[src/rtl/pci_irq_router_pkg.sv]
package pci_irq_router_pkg;

    typedef enum logic [1:0] {
        MAP_ASSUME = 2'd0,
        MAP_LEGACY = 2'd1,
        MAP_FORCED = 2'd2
    } map_state_t;

    typedef enum logic [1:0] {
        ROUTE_MAIN  = 2'd0,
        ROUTE_ALT   = 2'd1,
        ROUTE_IDENT = 2'd2
    } route_mode_t;

    localparam int          PINS_PER_SLOT  = 4;
    localparam int          NUM_LINES      = 4;
    localparam logic [7:0]  INTLINE_REG    = 8'h3C;
    localparam logic [7:0]  LEGACY_LINE    = 8'd27;
    localparam int          ROT_MAIN       = 2;
    localparam int          ROT_ALT        = 3;
    localparam logic [1:0]  NEUTRAL_SLOT   = 2'd2;

    function automatic int line_of(input int slot, input int pin, input int rot);
        return (slot + pin + rot) % NUM_LINES;
    endfunction

endpackage

[src/rtl/pci_cfg_snoop.sv]
module pci_cfg_snoop
    import pci_irq_router_pkg::*;
#(
    parameter int OFS_W = 24
) (
    input  logic             cfg_wr,
    input  logic [OFS_W-1:0] cfg_offset,
    input  logic [7:0]       cfg_data,
    output logic             qual_hit,
    output logic             legacy_val
);
    localparam int DEVFN_LO = 8;
    localparam int SLOT_LO  = DEVFN_LO + 3;

    logic [7:0] reg_byte;
    logic [4:0] slot_num;
    logic       unused_hi_bits;

    assign reg_byte       = cfg_offset[DEVFN_LO-1:0];
    assign slot_num       = cfg_offset[SLOT_LO+4:SLOT_LO];
    assign unused_hi_bits = ^{cfg_offset[OFS_W-1:SLOT_LO+5], cfg_offset[SLOT_LO-1:DEVFN_LO]};

    always_comb begin
        qual_hit   = cfg_wr && (reg_byte == INTLINE_REG) && (slot_num[1:0] != NEUTRAL_SLOT);
        legacy_val = (cfg_data == LEGACY_LINE);
    end

endmodule

[src/rtl/pci_map_fsm.sv]
module pci_map_fsm
    import pci_irq_router_pkg::*;
(
    input  logic        clk,
    input  logic        rst_n,
    input  logic        alt_board,
    input  logic        qual_hit,
    input  logic        legacy_val,
    output map_state_t  state,
    output route_mode_t route_mode
);
    map_state_t state_q;
    map_state_t state_d;

    always_ff @(posedge clk) begin
        if (!rst_n) begin
            state_q <= MAP_ASSUME;
        end else begin
            state_q <= state_d;
        end
    end

    always_comb begin
        state_d = state_q;
        unique case (state_q)
            MAP_ASSUME: begin
                if (qual_hit && !alt_board) begin
                    state_d = legacy_val ? MAP_LEGACY : MAP_FORCED;
                end
            end
            MAP_LEGACY: state_d = MAP_LEGACY;
            MAP_FORCED: state_d = MAP_FORCED;
            default:    state_d = MAP_ASSUME;
        endcase
    end

    always_comb begin
        route_mode = ROUTE_MAIN;
        if (alt_board) begin
            route_mode = ROUTE_ALT;
        end else begin
            unique case (state_q)
                MAP_LEGACY: route_mode = ROUTE_IDENT;
                MAP_ASSUME,
                MAP_FORCED: route_mode = ROUTE_MAIN;
                default:    route_mode = ROUTE_MAIN;
            endcase
        end
    end

    assign state = state_q;

endmodule

[src/rtl/pci_irq_mux.sv]
module pci_irq_mux
    import pci_irq_router_pkg::*;
#(
    parameter int NUM_SLOTS  = 4,
    parameter int FIRST_SLOT = 28
) (
    input  route_mode_t                        route_mode,
    input  logic [NUM_SLOTS*PINS_PER_SLOT-1:0] irq_req,
    output logic [NUM_LINES-1:0]               irq_out
);
    localparam int REQ_W = NUM_SLOTS * PINS_PER_SLOT;

    for (genvar ln = 0; ln < NUM_LINES; ln++) begin : g_line
        logic [REQ_W-1:0] mask_main;
        logic [REQ_W-1:0] mask_alt;
        logic [REQ_W-1:0] mask_ident;

        for (genvar s = 0; s < NUM_SLOTS; s++) begin : g_slot
            for (genvar p = 0; p < PINS_PER_SLOT; p++) begin : g_pin
                assign mask_main[s*PINS_PER_SLOT+p]  = (line_of(FIRST_SLOT + s, p, ROT_MAIN) == ln);
                assign mask_alt[s*PINS_PER_SLOT+p]   = (line_of(FIRST_SLOT + s, p, ROT_ALT) == ln);
                assign mask_ident[s*PINS_PER_SLOT+p] = (p == ln);
            end
        end

        always_comb begin
            unique case (route_mode)
                ROUTE_MAIN:  irq_out[ln] = |(irq_req & mask_main);
                ROUTE_ALT:   irq_out[ln] = |(irq_req & mask_alt);
                ROUTE_IDENT: irq_out[ln] = |(irq_req & mask_ident);
                default:     irq_out[ln] = |(irq_req & mask_main);
            endcase
        end
    end

endmodule

[src/rtl/pci_irq_router.sv]
module pci_irq_router
    import pci_irq_router_pkg::*;
#(
    parameter int NUM_SLOTS  = 4,
    parameter int FIRST_SLOT = 28,
    parameter int OFS_W      = 24
) (
    input  logic                               clk,
    input  logic                               rst_n,
    input  logic                               cfg_wr,
    input  logic [OFS_W-1:0]                   cfg_offset,
    input  logic [7:0]                         cfg_data,
    input  logic                               alt_board,
    input  logic [NUM_SLOTS*PINS_PER_SLOT-1:0] irq_req,
    output logic [NUM_LINES-1:0]               irq_out,
    output logic [1:0]                         map_state
);
    logic        qual_hit;
    logic        legacy_val;
    map_state_t  state;
    route_mode_t route_mode;

    pci_cfg_snoop #(.OFS_W(OFS_W)) u_snoop (
        .cfg_wr     (cfg_wr),
        .cfg_offset (cfg_offset),
        .cfg_data   (cfg_data),
        .qual_hit   (qual_hit),
        .legacy_val (legacy_val)
    );

    pci_map_fsm u_fsm (
        .clk        (clk),
        .rst_n      (rst_n),
        .alt_board  (alt_board),
        .qual_hit   (qual_hit),
        .legacy_val (legacy_val),
        .state      (state),
        .route_mode (route_mode)
    );

    pci_irq_mux #(.NUM_SLOTS(NUM_SLOTS), .FIRST_SLOT(FIRST_SLOT)) u_mux (
        .route_mode (route_mode),
        .irq_req    (irq_req),
        .irq_out    (irq_out)
    );

    assign map_state = state;

endmodule

[config.mk]
export PLATFORM = sky130hd
export DESIGN_NAME = pci_irq_router
export DESIGN_NICKNAME = d
export VERILOG_FILES = /design/src/rtl/pci_irq_router_pkg.sv /design/src/rtl/pci_cfg_snoop.sv /design/src/rtl/pci_map_fsm.sv /design/src/rtl/pci_irq_mux.sv /design/src/rtl/pci_irq_router.sv
export SDC_FILE = /design/constraint.sdc
export NUM_CORES = 1
export LEC_CHECK = 0
export ABC_CLOCK_PERIOD_IN_PS = 3100
export BUFFER_PORTS_ARGS = -buffer_cell sky130_fd_sc_hd__buf_2
export CAP_MARGIN = 20
export CORE_AREA = 2 2 39 41
export CTS_CLUSTER_DIAMETER = 100
export DETAILED_ROUTE_END_ITERATION = 8
export DIE_AREA = 0 0 41 43
export GPL_ROUTABILITY_DRIVEN = 0
export PLACE_DENSITY = 0.82
export SETUP_SLACK_MARGIN = 0.05
export SYNTH_ARGS = -nofsm -noshare
export SYNTH_HDL_FRONTEND = slang
export SYNTH_SLANG_ARGS = --single-unit
[constraint.sdc]
create_clock -name clk -period 3.1 [get_ports clk]
set_input_delay 0.31 -clock clk [delete_from_list [all_inputs] [get_ports clk]]
set_output_delay 0.31 -clock clk [all_outputs]
set_load 0.05 [all_outputs]
======== Word-level counts from Yosys, hierarchy flattened ========
Cells that the tools add are included.
cells by class
  equal/unequal tests ..................... 8
  multiplexer cells ....................... 9
  reduce and logical (&&, ||, !) cells .... 13
operator list
  kind                count
  $reduce_or 4->1     8
  $eq 8x5->1 const B  1
  $eq 8x6->1 const B  1
  $mux 2              4
  $pmux 1 s2          4
  $pmux 2 s3          1
  $eq 2x1->1 const B  2
  $eq 2x2->1 const B  2
  $logic_and 1x1->1   3
  $logic_not 2->1     1
  $ne 2x1->1 const B  1
  $ne 2x2->1 const B  1
  $logic_not 1->1     1
storage, ports and cells
  register bits ........................... 2
  input bits .............................. 52
  word-level logic and storage cells ...... 31

======== Depth between registers and ports, before layout ========
Gate-level depths: netlist of run 1.
  word-level depth ........................ 6
  gate-level depth with buffers ........... 4
  depth with buffers taken out ............ 3

======== Cells and area by module ========
From an unflattened synthesis of run 1, not the netlist that was laid out.
second synthesis, totals
  cell total of the unflattened synthesis .. 40
  area total of the unflattened synthesis .. 344.1 µm²
by module, submodules not included
  module         times used  cells each  area an instance (µm²)
  pci_irq_mux    1           22          181.4
  pci_map_fsm    1           10          97.6
  pci_cfg_snoop  1           8           65.1

======== Worst setup path after synthesis of run 1 ========
No wires, ideal clock.
  path type ............................... reg2out
  from .................................... reg u_fsm.state_q[0], in the netlist u_fsm.state[0]
  to ...................................... out irq_out[0]
  data arrival time ....................... 2.070 ns
  data required time ...................... 2.790 ns
  slack ................................... 0.720 ns
  cell stages (with the launch flop) ...... 4
  buffers on the path ..................... 0
  path through ............................ dfxtp_1 nor2b_4 mux2_2 mux2i_1
between the ends
  longest elaborated chain between the ends .. 5
  elaborated cells between the ends (all ways) .. 6
  those cells by class .................... 3 x eq/ne; 3 x mux
ends and longest elaborated chain
  element                                   RTL line              source
  from (decl)                               pci_map_fsm.sv:12     map_state_t state_q;
  from (signal assigned)                    pci_map_fsm.sv:19     state_q <= state_d;
  $eq 2x1->1 (*)                            pci_map_fsm.sv:42     unique case (state_q)
  $mux 2 (*)                                pci_map_fsm.sv:42
  $mux 2 (*)                                pci_map_fsm.sv:39     if (alt_board) begin
  $eq 2x2->1 or $eq 2x1->1 (tied branches)  pci_irq_mux.sv:27     unique case (route_mode)
  $pmux 1 s2 (*)                            pci_irq_mux.sv:27
  to (decl)                                 pci_irq_router.sv:15  output logic [NUM_LINES-1:0] irq_out,
Mark *: on every way between the ends. The rest lies on a longest branch, timed or not.

======== Final worst setup path of run 1 ========
  from .................................... reg u_fsm.state_q[0], in the netlist u_fsm.state[0]
  to ...................................... out irq_out[2]
The elaborated chain is that of the path after synthesis.

==> impl_metrics.py, run 1 <==
metrics = {
    "placement": {
        "dp_hpwl_um": 898.8,
        "port-buffer-count": 43,
        "place_area_um2": 559.3,
    },
    "sta": {
        "setup_viol": 0,
        "hold_viol": 0,
        "fmax_ghz": 0.5320,
        "finalCritPeriodShare_pct": 60.64,
        "slew_violations": 0,
        "worst_pin_slew_ns": 0.4202,
        "setup_tns_ns": 0,
        "max_slew_margin_pct": 71.73,
        "layout_min_cycle_time_ns": 1.880,
        "rsz0062_at_grt": "no",
        "clock_skew_ns": 0.0006665,
    },
    "pwr": {
        "cellPowerDensity_mw_per_mm2": 220.5,
        "power_mw": 0.1283,
        "ir_drop_uv": 112.0,
        "leakagePower_nw": 0.2834,
    },
    "routing": {
        "drt-total-wl_mm": 1.024,
        "vias": 469,
        "drtAntennaViolNets": 0,
        "drc": 0,
        "avgViaCountPerCell": 4.937,
        "dr.pass1.iters": 4,
        "wl_per_cell_um": 10.78,
        "drt_iter0_drc": 1,
    },
    "critical_path": {
        "endpoint_kind": "primary output",
        "startpoint_type": "register",
        "arrival_ns": 1.57,
        "critical_path_class": "reg -> out",
        "critPathRequiredTime_ns": 2.79,
        "worstPathMaxFanout": 5,
    },
    "final_layout": {
        "diodes": 0,
        "stdcell_area_um2": 581.8,
        "largest_reg_flops": 2,
        "nNetsFinal": 133,
        "fillers": 143,
        "drive_gt1_share_pct": 70.89,
        "area_growth_pct": 76.81,
    },
    "job": {
        "max-cap-violations": 0,
    },
    "global_routing": {
        "grt_max_degree": 6,
        "grt.overflow.total": 0,
        "antenna_found_initial": 0,
        "grt_pass1_vias": 401,
        "grt_pass1_wl_mm": 1.497,
        "grt_util_all_layers_pct": 13.11,
    },
    "synth": {
        "syn_inst": 34,
        "ys_seq_area_share_pct": 12.17,
        "synthesis.area_um2": 329.1,
        "ys_ff_latch": 2,
        "yosysWarnings": 0,
        "synth_cell_types": 18,
        "syn-num-nets": 86,
        "avgSynthCellArea_um2": 9.678,
    },
    "status": {
        "status": "completed",
    },
    "floorplan": {
        "start_util_pct": 23.78,
        "dieWidth_um": 41,
        "coreArea_mm2": 0.001384,
        "ios": 58,
        "die_h_um": 43,
        "die_area_mm2": 0.001763,
        "fp-row-count": 14,
    },
    "clock_tree": {
        "cts_setup_buffers": 0,
        "cts_buffer_depth": 2,
        "cts_hold_buf": 0,
        "path_clk_slew_ns": 0.03,
        "cts_resized": 0,
        "clkLatencyLatePin_ns": 0.22,
        "cts-root-buf": "clkbuf_4",
        "cts_tree": "built",
        "htreeDepth": 1,
        "cts_sinks": 2,
        "numCtsBuffers": 3,
    },
    "min_path": {
        "hold_path.class": "in -> reg",
    },
}
area by class of cell:
| type | count | area, µm² | share of cell area, % |
|---|---|---|---|
| multi-input combinational | 31 | 284.0 | 48.82 |
| timing repair buffer | 43 | 215.2 | 36.99 |
| sequential | 2 | 40.04 | 6.882 |
| clock buffer | 3 | 22.52 | 3.871 |
| tap | 16 | 20.02 | 3.441 |
worst max-delay path: stages, from the launching register on:
cell and delay (ns):
dfxtp_1 0.39, nor2b_4 0.22, mux2_2 0.35, mux2i_1 0.12
buf_2 0.28
through the flow:
step / cells / setup WS (ns) / utilization (%) / hold WS, ns
after floorplan: 34 / 0.7198 / - / 0.4671
after global placement: 92 / 1.445 / 40.42 / 0.5032
after detailed placement: 92 / 1.428 / 40.42 / 0.5099
after CTS: 95 / 1.190 / 42.04 / 0.3386
after global routing: 95 / 1.103 / 42.04 / 0.3694
final: 95 / 1.220 / 42.04 / 0.3409
worst paths after layout:
kind	end	slack, ns	cells past startpoint	start
max	irq_out[2]	1.22	4	u_fsm.state[0]$_SDFFE_PN0P_
min	u_fsm.state[0]$_SDFFE_PN0P_	0.34	2	rst_n
max reg2reg	u_fsm.state[1]$_SDFFE_PN0P_	2.04	3	u_fsm.state[1]$_SDFFE_PN0P_
min reg2reg	u_fsm.state[1]$_SDFFE_PN0P_	0.51	1	u_fsm.state[0]$_SDFFE_PN0P_
Yosys cell counts:
cell | instances | area [µm²]
a41oi_2 | 1 | 16.27
and4bb_1 | 2 | 25.02
clkbuf_2 | 1 | 5.000
dfxtp_1 | 2 | 40.04
mux2_2 | 4 | 45.04
mux2i_1 | 4 | 40.04
nand2b_1 | 2 | 12.51
nand3b_1 | 1 | 7.510
nand4bb_1 | 1 | 11.26
nor2b_2 | 1 | 8.760
nor2b_4 | 1 | 13.76
nor3_1 | 1 | 5.000
nor3b_2 | 1 | 12.51
nor4_1 | 8 | 50.05
nor4b_2 | 1 | 15.01
o31a_1 | 1 | 8.760
or2_1 | 1 | 6.260
or2_2 | 1 | 6.260
cells in the final DEF, fill, tap and decap left out, drive strengths merged:
| cell | n |
|---|---|
| dfxtp | 2 |
| nor4 | 8 |
| a41oi | 1 |
| nor3 | 1 |
| and4bb | 2 |
| mux2 | 4 |
| clkbuf | 3 |
| nand3b | 1 |
| nand2b | 2 |
| or2 | 2 |
| nand4bb | 1 |
| o31a | 1 |
| nor3b | 1 |
| nor4b | 1 |
| buf | 43 |
| nor2b | 2 |
| mux2i | 4 |
metal layers:
layer	track usage, %	up-vias	wire [µm]
li1	-	232	-
met4	14.00	0	14
met1	12.10	196	348
met3	3.665	2	167
met5	0	-	0
met2	20.31	39	493
cell families after synthesis:
logic type	Yosys count	share of synthesized area, %
muxes	8	25.86
AOI/OAI and AO/OA	2	7.606
buffers and inverters	1	1.519
and+or+nand+nor	21	52.85
DFF	2	12.17
report_power, final:
| part | internal [mW] | switching, mW |
|---|---|---|
| Sequential | 0.0260 | 0.0000212 |
| Combinational | 0.0246 | 0.0201 |
| Clock | 0.0427 | 0.0149 |
Note: power is estimated with default switching activity, not from simulation.
==> run 2: changes to the inputs <==
--- a/config.mk
+++ b/config.mk
@@ -5,15 +5,15 @@
 export SDC_FILE = /design/constraint.sdc
 export NUM_CORES = 1
 export LEC_CHECK = 0
-export ABC_CLOCK_PERIOD_IN_PS = 3100
+export ABC_AREA = 1
+export ABC_CLOCK_PERIOD_IN_PS = 1670
 export BUFFER_PORTS_ARGS = -buffer_cell sky130_fd_sc_hd__buf_2
 export CAP_MARGIN = 20
-export CORE_AREA = 2 2 39 41
+export CORE_UTILIZATION = 24
 export CTS_CLUSTER_DIAMETER = 100
 export DETAILED_ROUTE_END_ITERATION = 8
-export DIE_AREA = 0 0 41 43
 export GPL_ROUTABILITY_DRIVEN = 0
-export PLACE_DENSITY = 0.82
+export PLACE_DENSITY = 0.8
 export SETUP_SLACK_MARGIN = 0.05
 export SYNTH_ARGS = -nofsm -noshare
 export SYNTH_HDL_FRONTEND = slang
==> constraint.sdc (replaced) <==
create_clock -name clk -period 1.67 [get_ports clk]
set_input_delay 0.167 -clock clk [delete_from_list [all_inputs] [get_ports clk]]
set_output_delay 0.167 -clock clk [all_outputs]
set_load 0.05 [all_outputs]
==> impl_metrics.py, run 2 <==
metrics = {
    "critical_path": {
        "crit_chain": "inv_1 > nor2_1 > nor2_1 > nand2_1 > nand3_1 > buf_2",
        "worstPathMaxFanout": 4,
        "crit_path_max_incr_delay_ns": 0.30,
        "arrival_ns": 1.30,
        "critical_path_class": "reg -> out",
        "crit_top_cell": "nor2_1",
        "cp_slowest_cell": "dfxtp_1",
        "critPathRequiredTime_ns": 1.50,
        "startpoint_type": "register",
        "endpoint_kind": "primary output",
    },
    "routing": {
        "dr.pass1.iters": 4,
        "drt-total-wl_mm": 1.028,
        "wl_per_cell_um": 7.449,
        "drc": 0,
        "drtAntennaViolNets": 0,
        "drt_iter0_drc": 8,
        "avgViaCountPerCell": 4.261,
        "vias": 588,
    },
    "clock_tree": {
        "cts-root-buf": "clkbuf_4",
        "cts_tree": "built",
        "clkLatencyLatePin_ns": 0.22,
        "cts_buffer_depth": 2,
        "htreeDepth": 1,
        "path_clk_slew_ns": 0.03,
        "cts_setup_buffers": 0,
        "cts_sinks": 2,
        "numCtsBuffers": 3,
        "cts_resized": 0,
        "cts_hold_buf": 0,
    },
    "floorplan": {
        "fp-row-count": 13,
        "ios": 58,
        "die_area_mm2": 0.001650,
        "dieWidth_um": 40.62,
        "die_h_um": 40.62,
        "coreArea_mm2": 0.001350,
        "start_util_pct": 26.51,
    },
    "pwr": {
        "switching_share_pct": 33.08,
        "seqPwrFrac_pct": 18.3,
        "leakagePower_nw": 0.4194,
        "power_mw": 0.2638,
        "clock_power_share_pct": 39.5,
        "ir_drop_uv": 273.6,
        "cellPowerDensity_mw_per_mm2": 428.5,
        "p_int_mw": 0.1765,
        "p_switching_mw": 0.08724,
        "p_comb_share_pct": 42.2,
    },
    "synth": {
        "synth_common_cells": "inv_1, nor2_1, nand2_1, nand3_1, o21ai_0",
        "ys_seq_area_share_pct": 11.19,
        "synth_cell_types": 10,
        "yosysWarnings": 0,
        "synth_top_area_share_pct": 23.08,
        "ys_top_cells_by_area": "inv_1, nand3_1, nor2_1",
        "syn-num-nets": 129,
        "ys_async_sr_fraction_pct": 0,
        "yosys.area.top_type": "inv_1",
        "syn_inst": 77,
        "ys.flop_type": "dfxtp_1",
        "synth_edf_count": 0,
        "avgSynthCellArea_um2": 4.647,
        "synthesis.area_um2": 357.8,
        "yosysMostFrequentCell": "inv_1",
        "ys_ff_latch": 2,
    },
    "sta": {
        "clock_skew_ns": 0.002269,
        "max_slew_margin_pct": 82.90,
        "worst_pin_slew_ns": 0.2583,
        "finalCritPeriodShare_pct": 88.14,
        "layout_min_cycle_time_ns": 1.472,
        "slew_violations": 0,
        "hold_viol": 0,
        "setup_tns_ns": 0,
        "setup_viol": 0,
        "fmax_ghz": 0.6794,
        "worst_slack_ns": 0.1980,
        "rsz0062_at_grt": "no",
    },
    "placement": {
        "place_area_um2": 593.1,
        "dp_hpwl_um": 959,
        "post-place-ws_ns": 0.4314,
        "port-buffer-count": 43,
    },
    "global_routing": {
        "grt.overflow.total": 0,
        "grt_pass1_vias": 460,
        "grt_util_all_layers_pct": 12.60,
        "grt_max_degree": 8,
        "grt_pass1_wl_mm": 1.462,
        "antenna_found_initial": 0,
    },
    "final_layout": {
        "post-route-util_pct": 45.60,
        "area_growth_pct": 72.03,
        "stdcell_area_um2": 615.6,
        "diodes": 0,
        "layout_common_cells": "buf_2, inv_1, nor2_1, nand2_1, nand3_1",
        "nNetsFinal": 177,
        "final_common_cell": "buf_2",
        "drive_gt1_share_pct": 39.84,
        "largest_reg_flops": 2,
    },
    "job": {
        "max-cap-violations": 0,
    },
    "status": {
        "status": "completed",
    },
    "min_path": {
        "hold_path.class": "in -> reg",
    },
}
## run 2: per-stage QoR
step / hold slack [ns] / instances
6_report: 0.1896 / 138
5_1_grt: 0.2080 / 138
4_1_cts: 0.1852 / 138
3_5_place_dp: 0.4173 / 135
3_3_place_gp: 0.4133 / 135
2_1_floorplan: 0.3036 / 77
## run 2: kinds of logic (layout without fill, tap and decap cells)
family	count (synthesis)	count (layout)	share of synthesized area [%]
simple gates	47	47	57.69
buf+inv	23	69	24.13
compound gates	5	5	6.992
flops	2	2	11.19
## run 2: worst max-delay path: cells and delay by family (launching register included)
family                 cells  cell delay (ns)
and+or+nand+nor            4             0.43
buffers and inverters      2             0.35
DFF                        1             0.30
## run 2: path summary, 6_finish.rpt
kind                            slack [ns]  depth (start not counted)                           to                         from
worst max-delay path                  0.20                          6                   irq_out[3]  u_fsm.state[0]$_SDFFE_PN0P_
worst min-delay path                  0.19                          3  u_fsm.state[1]$_SDFFE_PN0P_                        rst_n
worst max register to register        0.80                          4  u_fsm.state[1]$_SDFFE_PN0P_  u_fsm.state[1]$_SDFFE_PN0P_
worst min register to register        0.57                          3  u_fsm.state[1]$_SDFFE_PN0P_  u_fsm.state[0]$_SDFFE_PN0P_
## run 2: power groups by stage
stage	combinational, mW	sequential, mW	clock (mW)
6_report	0.111	0.0482	0.104
5_1_grt	0.125	0.0482	0.111
4_1_cts	0.112	0.0482	0.110
3_5_place_dp	0.112	0.0488	0
3_3_place_gp	0.110	0.0488	0
2_1_floorplan	0.0568	0.0489	0
## run 2: area by class of cell
class | instances | area (µm²)
Multi-Input combinational cell | 52 | 231.5
Tap cell | 15 | 18.77
Clock buffer | 3 | 22.52
Timing Repair Buffer | 43 | 215.2
Fill cell | 150 | 734.5
Inverter | 23 | 86.33
Sequential cell | 2 | 41.29
## run 2: routing by layer
| layer | GRT usage, % | part of all wire, % | vias up |
|---|---|---|---|
| met5 | 0 | 0 | - |
| met4 | 5.000 | 0 | 0 |
| met3 | 0 | 7.0 | 0 |
| met2 | 25.00 | 52 | 23 |
| li1 | - | - | 324 |
| met1 | 13.92 | 41 | 241 |
==> run 3: changes to the inputs <==
--- a/config.mk
+++ b/config.mk
@@ -13,7 +13,7 @@
 export CTS_CLUSTER_DIAMETER = 100
 export DETAILED_ROUTE_END_ITERATION = 8
 export GPL_ROUTABILITY_DRIVEN = 0
-export PLACE_DENSITY = 0.8
+export PLACE_DENSITY_LB_ADDON = 0.15
 export SETUP_SLACK_MARGIN = 0.05
 export SYNTH_ARGS = -nofsm -noshare
 export SYNTH_HDL_FRONTEND = slang
==> impl_metrics.py, run 3 (synthesized netlist as in run 2, its figures left out) <==
metrics = {
    "status": {
        "status": "completed",
    },
    "final_layout": {
        "largest_reg_flops": 2,
        "layout_common_cells": "buf_2, inv_1, nor2_1, nand2_1, nand3_1",
        "drive_gt1_share_pct": 39.84,
        "nNetsFinal": 177,
        "fillers": 174,
        "diodes": 0,
        "final_common_cell": "buf_2",
        "area_growth_pct": 72.03,
        "stdcell_area_um2": 615.6,
        "finalNonFillerCells": 138,
    },
    "global_routing": {
        "antenna_found_initial": 0,
        "grt_max_degree": 8,
        "grt.overflow.total": 0,
        "grt.met3_usage_pct": 0,
        "grt_util_all_layers_pct": 11.94,
        "grtUsageMet1_pct": 14.61,
        "grtUsageMet2_pct": 23.02,
        "grt_pass1_vias": 424,
        "grt_pass1_wl_mm": 1.414,
        "grt-busiest-layer": "met2",
    },
    "sta": {
        "hold_viol": 0,
        "fmax_ghz": 0.6817,
        "worst_pin_slew_ns": 0.2490,
        "rsz0062_at_grt": "no",
        "setup_viol": 0,
        "max_slew_margin_pct": 83.31,
        "clock_skew_ns": 0.001814,
        "layout_min_cycle_time_ns": 1.467,
        "setup_tns_ns": 0,
        "worst_slack_ns": 0.2032,
        "slew_violations": 0,
        "finalCritPeriodShare_pct": 87.83,
    },
    "routing": {
        "wl_per_cell_um": 7.471,
        "drt-total-wl_mm": 1.031,
        "drc": 0,
        "drt_iter0_drc": 4,
        "drtAntennaViolNets": 0,
        "dr.pass1.iters": 2,
        "vias": 573,
        "avgViaCountPerCell": 4.152,
    },
    "clock_tree": {
        "cts_buffer_depth": 2,
        "cts_tree": "built",
        "cts-root-buf": "clkbuf_4",
        "cts_hold_buf": 0,
        "numCtsBuffers": 3,
        "cts_sinks": 2,
        "clkLatencyLatePin_ns": 0.21,
        "cts_resized": 0,
        "htreeDepth": 1,
        "cts_setup_buffers": 0,
        "path_clk_slew_ns": 0.03,
    },
    "min_path": {
        "hold_path.class": "in -> reg",
        "worstHoldPathCells": 3,
    },
    "critical_path": {
        "rr_worst_depth": 4,
        "critical_path_class": "reg -> out",
        "startpoint_type": "register",
        "critPathRequiredTime_ns": 1.50,
        "worstPathMaxFanout": 4,
        "arrival_ns": 1.30,
        "endpoint_kind": "primary output",
    },
    "pwr": {
        "cellPowerDensity_mw_per_mm2": 420.0,
        "leakagePower_nw": 0.4194,
        "ir_drop_uv": 301.7,
        "power_mw": 0.2585,
    },
    "job": {
        "max-cap-violations": 0,
    },
    "floorplan": {
        "coreArea_mm2": 0.001350,
        "dieWidth_um": 40.62,
        "die_h_um": 40.62,
        "start_util_pct": 26.51,
        "fp-row-count": 13,
        "die_area_mm2": 0.001650,
        "ios": 58,
    },
    "placement": {
        "place_inst": 135,
        "post-place-ws_ns": 0.4207,
        "dp_hpwl_um": 905.5,
        "place_area_um2": 593.1,
        "port-buffer-count": 43,
    },
}
==> run 3: cell counts in the layout (fill, tap and decap cells not counted) <==
No cell type changed its count.
==> run 3: layer usage <==
| layer | share of wire (%) | vias up | routed length, µm |
|---|---|---|---|
| met5 | 0 | - | 0 |
| met4 | 0 | 0 | 0 |
| met3 | 7.2 | 0 | 74 |
| met2 | 46 | 26 | 475 |
| met1 | 47 | 224 | 482 |
| li1 | - | 323 | - |
==> run 3: cell type report <==
cell class                      instances  area, µm²  share of cell area (%)
Clock buffer                            3      22.52                   3.659
Inverter                               23      86.33                   14.02
Multi-Input combinational cell         52      231.5                   37.60
Sequential cell                         2      41.29                   6.707
Tap cell                               15      18.77                   3.049
Timing Repair Buffer                   43      215.2                   34.96
==> run 3: worst paths after layout <==
kind / startpoint / to / slack [ns]
max: u_fsm.state[0]$_SDFFE_PN0P_ / irq_out[2] / 0.20
min: rst_n / u_fsm.state[1]$_SDFFE_PN0P_ / 0.20
max reg2reg: u_fsm.state[1]$_SDFFE_PN0P_ / u_fsm.state[1]$_SDFFE_PN0P_ / 0.79
min reg2reg: u_fsm.state[0]$_SDFFE_PN0P_ / u_fsm.state[1]$_SDFFE_PN0P_ / 0.58
==> run 3: report_power, final <==
group	leakage, nW	switching, mW	total [mW]	internal [mW]
Clock	0.0138	0.0207	0.0994	0.0787
Sequential	0.0166	0.0000355	0.0482	0.0482
Combinational	0.389	0.0617	0.111	0.0492
Total	0.419	0.0824	0.259	0.176
==> run 3: worst max-delay path, cell delays in order (launching register included) <==
cell	delay, ns
dfxtp_1	0.30
inv_1	0.09
nor2_1	0.06
nor2_1	0.20
nand2_1	0.08
nand3_1	0.09
buf_2	0.26
==> run 3: metrics by stage <==
stage / utilization, % / hold WS (ns)
final: 45.60 / 0.1974
after global routing: 45.60 / 0.2203
after CTS: 45.60 / 0.1971
after detailed placement: 43.93 / 0.4224
after global placement: 43.93 / 0.4148
after floorplan: - / 0.3036
